`src/rtl/cfg_pkg.sv`:
```
package cfg_pkg;

    localparam int ADDR_W    = 4;
    localparam int DATA_W    = 10;
    localparam int PREFIX_W  = 2;
    localparam int FRAME_W   = PREFIX_W + ADDR_W + DATA_W;
    localparam int NUM_REGS  = 1 << ADDR_W;
    localparam int CNT_W     = $clog2(FRAME_W + 1);
    localparam int NUM_DACS  = 2;
    localparam int DAC_W     = 8;
    localparam int DLY_W     = 5;
    localparam int LVL_W     = 4;
    localparam int BLACK_W   = 6;
    localparam int WID_W     = 2;

    typedef logic [ADDR_W-1:0] addr_t;
    typedef logic [DATA_W-1:0] word_t;

    localparam addr_t ADR_CTRL  = 4'd0;
    localparam addr_t ADR_GAIN  = 4'd1;
    localparam addr_t ADR_DAC0  = 4'd2;
    localparam addr_t ADR_BLACK = 4'd5;
    localparam addr_t ADR_VIDEO = 4'd6;
    localparam addr_t ADR_DELAY = 4'd8;
    localparam addr_t ADR_CLOCK = 4'd9;

    // control register bit positions
    localparam int CTRL_STBY  = 9;
    localparam int CTRL_PD0   = 8;  // DAC n power-down sits at CTRL_PD0 - n
    localparam int CTRL_KEEP  = 6;
    localparam int CTRL_SWRST = 0;
    // other field positions
    localparam int VID_MODE   = 1;
    localparam int BLK_EN     = 4;
    localparam int CLK_SR_OFF = 4;
    localparam int CLK_AD_OFF = 3;
    localparam int CLK_FALL   = 2;

    localparam word_t GAIN_CCD_MAX = 10'd767;
    localparam int    BLACK_BASE   = 20;

    typedef struct packed {
        logic [DLY_W-1:0] adc_dly;
        logic [DLY_W-1:0] sr_dly;
        logic [WID_W-1:0] sr_width;
        logic             sr_en;
        logic             adc_en;
        logic             fall_edge;
    } timing_t;

    function automatic logic reg_present(addr_t a);
        case (a)
            ADR_CTRL, ADR_GAIN, ADR_DAC0, ADR_DAC0 + addr_t'(1),
            ADR_BLACK, ADR_VIDEO, ADR_DELAY, ADR_CLOCK: return 1'b1;
            default: return 1'b0;
        endcase
    endfunction

    function automatic word_t reg_default(addr_t a);
        case (a)
            ADR_DELAY: return 10'h0E9;
            ADR_CLOCK: return 10'h039;
            default:   return '0;
        endcase
    endfunction

    function automatic word_t clip_gain(word_t code, logic video);
        return (!video && code > GAIN_CCD_MAX) ? GAIN_CCD_MAX : code;
    endfunction

endpackage

```
`src/rtl/cfg_sync.sv`:
```
module cfg_sync #(
    parameter int   STAGES  = 2,
    parameter logic RST_VAL = 1'b0
) (
    input  logic clk,
    input  logic rst,
    input  logic d,
    output logic q
);
    logic [STAGES-1:0] chain;

    always_ff @(posedge clk) begin
        if (rst) begin
            chain <= {STAGES{RST_VAL}};
        end else begin
            chain[0] <= d;
            for (int s = 1; s < STAGES; s++) begin
                chain[s] <= chain[s-1];
            end
        end
    end

    assign q = chain[STAGES-1];
endmodule

```
`src/rtl/cfg_frame_rx.sv`:
```
module cfg_frame_rx
    import cfg_pkg::*;
(
    input  logic  clk,
    input  logic  rst,
    input  logic  sclk_s,    // synchronized, normalized: rests low, samples on rise
    input  logic  sdin_s,
    input  logic  sel_n_s,
    output logic  wr_valid,
    output addr_t wr_addr,
    output word_t wr_data
);
    logic               clk_d;
    logic               act_edge;
    logic [FRAME_W-2:0] shreg;
    logic [FRAME_W-1:0] frame_next;
    logic [CNT_W-1:0]   cnt;
    logic               unused_prefix;

    assign act_edge      = sclk_s & ~clk_d;
    assign frame_next    = {shreg, sdin_s};
    assign unused_prefix = ^frame_next[FRAME_W-1 -: PREFIX_W];

    always_ff @(posedge clk) begin
        if (rst) begin
            clk_d    <= 1'b0;
            shreg    <= '0;
            cnt      <= '0;
            wr_valid <= 1'b0;
            wr_addr  <= '0;
            wr_data  <= '0;
        end else begin
            clk_d    <= sclk_s;
            wr_valid <= 1'b0;
            if (sel_n_s) begin
                cnt <= '0;
            end else if (act_edge && cnt < CNT_W'(FRAME_W)) begin
                shreg <= frame_next[FRAME_W-2:0];
                cnt   <= cnt + 1'b1;
                if (cnt == CNT_W'(FRAME_W - 1)) begin
                    wr_valid <= 1'b1;
                    wr_addr  <= frame_next[DATA_W +: ADDR_W];
                    wr_data  <= frame_next[DATA_W-1:0];
                end
            end
        end
    end
endmodule

```
`src/rtl/cfg_regs.sv`:
```
module cfg_regs
    import cfg_pkg::*;
(
    input  logic  clk,
    input  logic  rst,
    input  logic  wr_valid,
    input  addr_t wr_addr,
    input  word_t wr_data,
    output word_t bank [NUM_REGS]
);
    logic sw_rst;

    // a reset request wins over every field carried in the same frame
    assign sw_rst = wr_valid && (wr_addr == ADR_CTRL) && wr_data[CTRL_SWRST];

    for (genvar i = 0; i < NUM_REGS; i++) begin : g_slot
        if (reg_present(addr_t'(i))) begin : g_reg
            always_ff @(posedge clk) begin
                if (rst || sw_rst) begin
                    bank[i] <= reg_default(addr_t'(i));
                end else if (wr_valid && wr_addr == addr_t'(i)) begin
                    bank[i] <= wr_data;
                end
            end
        end else begin : g_void
            assign bank[i] = reg_default(addr_t'(i));
        end
    end
endmodule

```
`src/rtl/cfg_decode.sv`:
```
module cfg_decode
    import cfg_pkg::*;
(
    input  word_t               bank [NUM_REGS],
    input  logic                stby_pin_n_s,
    output logic                standby,
    output logic [NUM_DACS-1:0] dac_on,
    output logic [DAC_W-1:0]    dac_code [NUM_DACS],
    output word_t               gain_code,
    output logic                video_mode,
    output logic [BLACK_W-1:0]  black_lsb,
    output timing_t             timing
);
    word_t ctrl, blk, vid, dly, ckc;
    logic  keep;
    logic  unused_bits;

    assign ctrl = bank[ADR_CTRL];
    assign blk  = bank[ADR_BLACK];
    assign vid  = bank[ADR_VIDEO];
    assign dly  = bank[ADR_DELAY];
    assign ckc  = bank[ADR_CLOCK];

    assign standby    = !stby_pin_n_s || ctrl[CTRL_STBY];
    assign keep       = ctrl[CTRL_KEEP];
    assign video_mode = vid[VID_MODE];
    assign gain_code  = clip_gain(bank[ADR_GAIN], video_mode);
    assign black_lsb  = blk[BLK_EN]
                      ? BLACK_W'(BLACK_BASE) + BLACK_W'(blk[LVL_W-1:0])
                      : '0;

    for (genvar d = 0; d < NUM_DACS; d++) begin : g_dac
        word_t dreg;
        logic  pd;
        assign dreg        = bank[ADR_DAC0 + addr_t'(d)];
        assign pd          = ctrl[CTRL_PD0 - d];
        assign dac_code[d] = dreg[DAC_W-1:0];
        assign dac_on[d]   = !pd && (!standby || keep);
    end

    assign timing.adc_dly   = dly[DATA_W-1 -: DLY_W];
    assign timing.sr_dly    = dly[DLY_W-1:0];
    assign timing.sr_width  = ckc[WID_W-1:0];
    assign timing.sr_en     = !ckc[CLK_SR_OFF];
    assign timing.adc_en    = !ckc[CLK_AD_OFF];
    assign timing.fall_edge = ckc[CLK_FALL];

    assign unused_bits = ^{ctrl[5:0], blk[DATA_W-1:BLK_EN+1], vid[DATA_W-1:VID_MODE+1],
                           vid[0], ckc[DATA_W-1:CLK_SR_OFF+1],
                           g_dac[0].dreg[DATA_W-1:DAC_W], g_dac[1].dreg[DATA_W-1:DAC_W]};
endmodule

```
`src/rtl/cfg_serial_port.sv`:
```
module cfg_serial_port
    import cfg_pkg::*;
#(
    parameter int SYNC_STAGES = 2
) (
    input  logic         clk,
    input  logic         rst,
    input  logic         ser_pol,
    input  logic         ser_clk,
    input  logic         ser_sel_n,
    input  logic         ser_din,
    input  logic         stby_pin_n,
    output logic         standby,
    output logic         dac1_on,
    output logic         dac2_on,
    output logic [7:0]   dac1_code,
    output logic [7:0]   dac2_code,
    output logic [9:0]   gain_code,
    output logic         video_mode,
    output logic [5:0]   black_lsb,
    output logic [4:0]   adc_delay,
    output logic [4:0]   sr_delay,
    output logic [1:0]   sr_width,
    output logic         sr_out_en,
    output logic         adc_out_en,
    output logic         latch_on_fall
);
    logic                sclk_norm, sclk_s, sdin_s, sel_n_s, stby_s;
    logic                wr_valid;
    addr_t               wr_addr;
    word_t               wr_data;
    word_t               bank [NUM_REGS];
    logic [NUM_DACS-1:0] dac_on;
    logic [DAC_W-1:0]    dac_code [NUM_DACS];
    timing_t             timing;

    // fold the polarity so the sampling edge is always a rise from rest
    assign sclk_norm = ser_pol ? ser_clk : !ser_clk;

    cfg_sync #(.STAGES(SYNC_STAGES), .RST_VAL(1'b0)) u_sync_clk (
        .clk(clk), .rst(rst), .d(sclk_norm), .q(sclk_s));
    cfg_sync #(.STAGES(SYNC_STAGES), .RST_VAL(1'b0)) u_sync_din (
        .clk(clk), .rst(rst), .d(ser_din), .q(sdin_s));
    cfg_sync #(.STAGES(SYNC_STAGES), .RST_VAL(1'b1)) u_sync_sel (
        .clk(clk), .rst(rst), .d(ser_sel_n), .q(sel_n_s));
    cfg_sync #(.STAGES(SYNC_STAGES), .RST_VAL(1'b1)) u_sync_stby (
        .clk(clk), .rst(rst), .d(stby_pin_n), .q(stby_s));

    cfg_frame_rx u_rx (
        .clk(clk), .rst(rst), .sclk_s(sclk_s), .sdin_s(sdin_s), .sel_n_s(sel_n_s),
        .wr_valid(wr_valid), .wr_addr(wr_addr), .wr_data(wr_data));

    cfg_regs u_regs (
        .clk(clk), .rst(rst), .wr_valid(wr_valid), .wr_addr(wr_addr),
        .wr_data(wr_data), .bank(bank));

    cfg_decode u_dec (
        .bank(bank), .stby_pin_n_s(stby_s), .standby(standby), .dac_on(dac_on),
        .dac_code(dac_code), .gain_code(gain_code), .video_mode(video_mode),
        .black_lsb(black_lsb), .timing(timing));

    assign dac1_on       = dac_on[0];
    assign dac2_on       = dac_on[1];
    assign dac1_code     = dac_code[0];
    assign dac2_code     = dac_code[1];
    assign adc_delay     = timing.adc_dly;
    assign sr_delay      = timing.sr_dly;
    assign sr_width      = timing.sr_width;
    assign sr_out_en     = timing.sr_en;
    assign adc_out_en    = timing.adc_en;
    assign latch_on_fall = timing.fall_edge;
endmodule

```
`config.mk`:
```
export PLATFORM = sky130hd
export DESIGN_NAME = cfg_serial_port
export DESIGN_NICKNAME = d
export VERILOG_FILES = /design/src/rtl/cfg_pkg.sv /design/src/rtl/cfg_sync.sv /design/src/rtl/cfg_frame_rx.sv /design/src/rtl/cfg_regs.sv /design/src/rtl/cfg_decode.sv /design/src/rtl/cfg_serial_port.sv
export SDC_FILE = /design/constraint.sdc
export NUM_CORES = 1
export LEC_CHECK = 0
export BUFFER_PORTS_ARGS = -buffer_cell sky130_fd_sc_hd__buf_2
export CAP_MARGIN = 20
export CORE_ASPECT_RATIO = 0.5
export CORE_UTILIZATION = 61
export DETAILED_ROUTE_END_ITERATION = 10
export GPL_TIMING_DRIVEN = 0
export PLACE_DENSITY = 0.94
export SYNTH_ARGS = -nofsm -noshare
export SYNTH_HDL_FRONTEND = slang
export SYNTH_SLANG_ARGS = --single-unit
```
`constraint.sdc`:
```
create_clock -name clk -period 3.5 [get_ports clk]
set_input_delay 0.175 -clock clk [delete_from_list [all_inputs] [get_ports clk]]
set_output_delay 0.175 -clock clk [all_outputs]
set_load 0.05 [all_outputs]
```
* Word-level counts from Yosys, hierarchy flattened
Cells that the tools add are included.
** Cells by class
- Multiplexer cells :: 4
- Equality and inequality tests :: 8
- Order comparisons :: 2
- Reduce and logical (&&, ||, !) cells :: 29
- Bitwise logic cells :: 4
- $add $sub $neg :: 2
** Operators with widths (count)
- $logic_and A1 B1 Y1 :: 13
- $gt A10 B10 Y1 const B :: 1
- $mux W10 :: 1
- $eq A4 B2 Y1 const B :: 2
- $eq A4 B3 Y1 const B :: 2
- $eq A4 B4 Y1 const B :: 2
- $logic_not A1 Y1 :: 8
- $add A5 B4 Y6 const A :: 1
- $mux W6 :: 1
- $add A5 B1 Y5 const B :: 1
- $eq A5 B4 Y1 const B :: 1
- $lt A5 B5 Y1 const B :: 1
- $eq A4 B1 Y1 const B :: 1
- $logic_not A4 Y1 :: 1
- $logic_or A1 B1 Y1 :: 3
- $not A1 Y1 :: 3
- $reduce_and A3 Y1 :: 1
- $reduce_or A3 Y1 :: 1
- $mux W1 :: 2
- $reduce_and A2 Y1 :: 1
- $reduce_or A2 Y1 :: 1
- $and A1 B1 Y1 :: 1
** Word-level totals
- Logic and storage cells :: 67
- Flip-flop bits (word level) :: 100

* Longest topological paths before layout
- Word-level depth :: 5
- Gate-level depth with buffers :: 7
- Depth with buffers taken out :: 6

* Hierarchy
From an unflattened synthesis, not the netlist that was laid out.
** Unflattened totals
- Cell total of the unflattened synthesis :: 688
- Area total of the unflattened synthesis :: 5748.0 µm²
** By module, submodules not included
- cfg_regs :: times used 1, seq. area each 1601.5 µm², area an instance 3811.2 µm², cells each 466
- cfg_frame_rx :: times used 1, seq. area each 680.7 µm², area an instance 1320.0 µm², cells each 150
- cfg_decode :: times used 1, seq. area each 0.0 µm², area an instance 397.9 µm², cells each 55
- cfg_sync :: times used 4, seq. area each 40.0 µm², area an instance 52.6 µm², cells each 4
- cfg_serial_port :: times used 1, seq. area each 0.0 µm², area an instance 8.8 µm², cells each 1

* Least setup slack after synthesis
No wires, ideal clock.
- Path kind :: register to output
- Start :: register u_regs.bank[91] (netlist name)
- End :: output gain_code[8]
- Stages on the path, launching flop included :: 3
- Data arrival time :: 1.866 ns
- Path slack :: 1.459 ns
- Cell sequence :: dfxtp_1 inv_1 a21boi_0
** Between the ends
- Word-level cells in the longest chain between the ends :: 3
** Ends and longest elaborated chain
- from (decl) :: line cfg_regs.sv:9 : output word_t bank [NUM_REGS]
- from (signal, indexed assignment) :: line cfg_regs.sv:20 : bank[i] <= reg_default(addr_t'(i));
- from (signal, indexed assignment) :: line cfg_regs.sv:22 : bank[i] <= wr_data;
- $logic_not A1 Y1 :: line cfg_pkg.sv:68 : return (!video && code > GAIN_CCD_MAX) ? GAIN_CCD_MAX : code;
- $logic_and A1 B1 Y1 :: line cfg_pkg.sv:68
- $mux W10 :: line cfg_pkg.sv:68
- to (decl) :: line cfg_serial_port.sv:18 : output logic [9:0] gain_code,
Every way passes these cells.

* Final worst setup path
- Start :: register u_rx.cnt[0]
- End :: register u_rx.wr_data[3]
** Between the ends
- Word-level cells in the longest chain between the ends :: 3
** Ends and longest elaborated chain
- from (decl) :: line cfg_frame_rx.sv:17 : logic [CNT_W-1:0] cnt;
- from (signal assigned) :: line cfg_frame_rx.sv:39 : cnt <= cnt + 1'b1;
- $lt A5 B5 Y1 :: line cfg_frame_rx.sv:37 : end else if (act_edge && cnt < CNT_W'(FRAME_W)) begin
- $logic_and A1 B1 Y1 :: line cfg_frame_rx.sv:37
- $reduce_and A3 Y1 (no line) (*)
- to (signal assigned) :: line cfg_frame_rx.sv:43 : wr_data <= frame_next[DATA_W-1:0];
- to (decl) :: line cfg_frame_rx.sv:11 : output word_t wr_data
Mark *: on every way between the ends. The rest lies on a longest branch, timed or not.
A chain may end at the register's enable or synchronous reset.

==> impl_results.md <==
* Buf/Inv on CP at 2
* Hpwl dp at 6430 microns
* N_diodes at 0
* Share of cells above drive strength 1 at 23.0%
* Pre-antenna DRT Iters at 5
* Row count at 20
* First-pass GRT wire length at 14600 microns
* Part of the cycle the worst path needs at 56.0%
* Peak supply drop at 0.465 mV
* Routed via count at 3589
* Yosys top cell by area: dfxtp_1
* CP top delay family: buffers and inverters
* Most frequent cells after synthesis: 93 x dfxtp_1, 73 x a21oi_1, 71 x nand3_1
* All-Layer GR Usage at 29.1%
* Critical path data required time at 3.78 ns
* Syn nets at 476
* Yosys reg bits at 93
* Placed cell count at 610
* Core region area at 6110 sq um
* Min Hold Slack at 0.0311 ns
* Post-DRT Antenna Nets at 0
* Arrival @ worst endpoint at 2.24 ns
* Total die area at 6730 sq um
* Largest net degree at the start of global routing at 15
* Worst setup path category: register to register
* Synthesized instance count at 466
* Final setup violation count at 0
* Routed vias/inst at 5.71
* Hold buffers post-CTS at 2
* Post-synthesis mux area share at 0.257%
* Final hold violations at 0
* Unrepaired setup endpoints after global routing: no
* WL met1 at 3770 microns
* Seq/Total Area, Yosys at 47.8%
* Post_cts resized at 0
* H-tree depth at 3
* Lkg Pwr at 0.00181 uW
* Max clock buf depth at 2
* Num CTS Buffers at 9
* DRC at 0
* Cell variety after synth at 37
* CTS Sinks at 93
* Simple-gate share of the synthesized area at 22.0%
* Placed cell areas at 4280 sq um
* Ys Warns at 0
* Max-slew violations at 0
* Pwr/cell area at 468 nW/um^2
* Max Freq at 510 MHz
* Gr ovfl total at 0
* Synth Cell Area at 3890 sq um
* GP Congestion at 0.862
* Metal2 WL at 4520 microns
* Via count of the first global-routing pass at 3148
* DR iter-0 viols at 310
* Top sig layer: met4
* Die X at 115 microns
* Top_reg_cell synth: dfxtp_1
* Most used cell along the critical path: ha_1
* Min Tclk post-route at 1.96 ns
* Layout Nets at 545
* Status: finished clean
* Crit path cell chain: ha_1 > and3_1 > ha_1 > inv_1 > clkbuf_1 > o21ai_0 > a21oi_1
* Most frequent cell after synthesis: dfxtp_1
* Synthesized area per cell at 8.36 sq um
* Compound-gate portion of the synthesized area at 18.5%
* CTS root buffer: clkbuf_16
* Area grow syn2layout at 18.9%
* CTS tree: yes
* Clock transition at path regs at 0.06 ns
* Dominant cells by area after synthesis: dfxtp_1 48%, a21oi_1 9.4%, nand3_1 9.1%
* Initial antenna violation count at 0
* Startpoint Class: register
* Initial Util at 63.8%
* Port Buffers at 56
* # IOs at 58
* Setup crit end kind: register
* Post-synth top area share at 47.8%
* Worst Tran Pin Value at 0.701 ns
* Fin cells at 628
* Clk_lat worst skew at 0.35 ns
* Slew HR at 53.1%
* Critical Path Max Stage Delay at 0.37 ns
* Final Cell Area at 4630 sq um
* TNS Setup at 0 ns
* Final Power at 2170 uW
* Largest family of logic cells by synthesized area: simple AND/OR/NAND/NOR gates
* Die Ht at 58.5 microns
* Worst hold path type: input pin to register
* XOR/XNOR Fraction of Synth Area at 0.450%
* Synth async-reset ratio at 0%
* WL final at 9320 microns
* Layout fillers at 456
* Met3 WL post-DR at 820 microns
* Number of synthesized flops with an enable pin at 0
* Post-Synth Adder-Cell Area at 0.964%
* Worst path slowest cell: clkbuf_1
* DR WL/cell at 14.8 microns
* CP Max Fanout at 10
* Clock Skew at 0.00728 ns
* Max Cap Viol at 0
* Post-CTS setup repair buffer count at 0
-- registers in the layout, summed over array words and instances, names as in the netlist --
name	count
u_sync_clk.chain	2
u_rx.clk_d	1
u_sync_sel.chain	2
u_sync_stby.chain	2
u_rx.wr_valid	1
u_sync_din.chain	2
u_rx.wr_addr	4
u_rx.shreg	13
u_regs.bank	51
u_rx.cnt	5
u_rx.wr_data	10
-- layer usage --
metal,global-route usage (%),vias up
met2,49.7,175
met5,0,-
met4,12.2,0
met1,34.7,1651
met3,8.86,27
li1,-,1736
-- path summary, 6_finish.rpt --
kind	startpoint	end	slack (ns)	cells past startpoint
setup / recovery	u_rx.cnt[0]	u_rx.wr_data[3]	1.54	7
hold / removal	ser_din	u_sync_din.chain[0]	0.03	2
setup reg to reg	u_rx.cnt[0]	u_rx.wr_data[3]	1.54	7
hold reg to reg	u_sync_sel.chain[0]	u_sync_sel.chain[1]	0.41	1
-- report_power, final --
part	leakage [uW]	total [uW]	switching, uW	internal, uW
Clock	0.000163	1060	397	662
Combinational	0.000896	43.7	29.5	14.2
Sequential	0.000751	1070	3.00	1060
Total	0.00181	2170	429	1740
-- placed cells by master (no fill, tap or decap), drive strengths merged, types with 2 or more instances in the layout --
cell,synthesis,final
or2,7,7
clkinv,0,2
or3b,3,3
inv,5,5
and2,5,5
nand2,28,28
ha,3,3
dfxtp,93,93
and3b,2,2
nor2,6,6
nand2b,11,11
nor2b,9,9
a21oi,73,73
bufinv,0,2
buf,41,97
nand3,71,71
dlygate4sd3,0,2
nand4b,4,4
o21ai,66,66
clkbuf,24,36
nand3b,2,2
-- area by class of cell --
class / instances / area (sq um) / share of cell area (%)
repair buffers: 58 / 300 / 6.48
flip-flops and latches: 93 / 1860 / 40.2
plain buffers: 65 / 368 / 7.94
multi-input cells: 303 / 1650 / 35.5
clock buffers: 12 / 256 / 5.54
inverters: 5 / 18.8 / 0.405
clock inverters: 4 / 70.1 / 1.51
well taps: 88 / 110 / 2.38
-- logic make-up after synthesis --
family          count (synthesis)
simple gates                  155
compound gates                142
flops                          93
buf+inv                        70
fa+ha+maj                       3
xor+xnor                        2
mux                             1
-- metrics by stage --
step | util [%] | worst slack [ns]
global route | 75.8 | 1.39
CTS | 75.8 | 1.56
finish | 75.8 | 1.54
floorplan | - | 1.46
detailed placement | 70.2 | 1.59
global placement | 70.2 | 1.64
-- worst reg2reg max path, stage by stage (launching register included) --
cell      delay (ns)
dfxtp_1         0.34
ha_1            0.22
and3_1          0.18
ha_1            0.26
inv_1           0.17
clkbuf_1        0.37
o21ai_0         0.17
a21oi_1         0.17
Power figures use the tool's default switching activity.
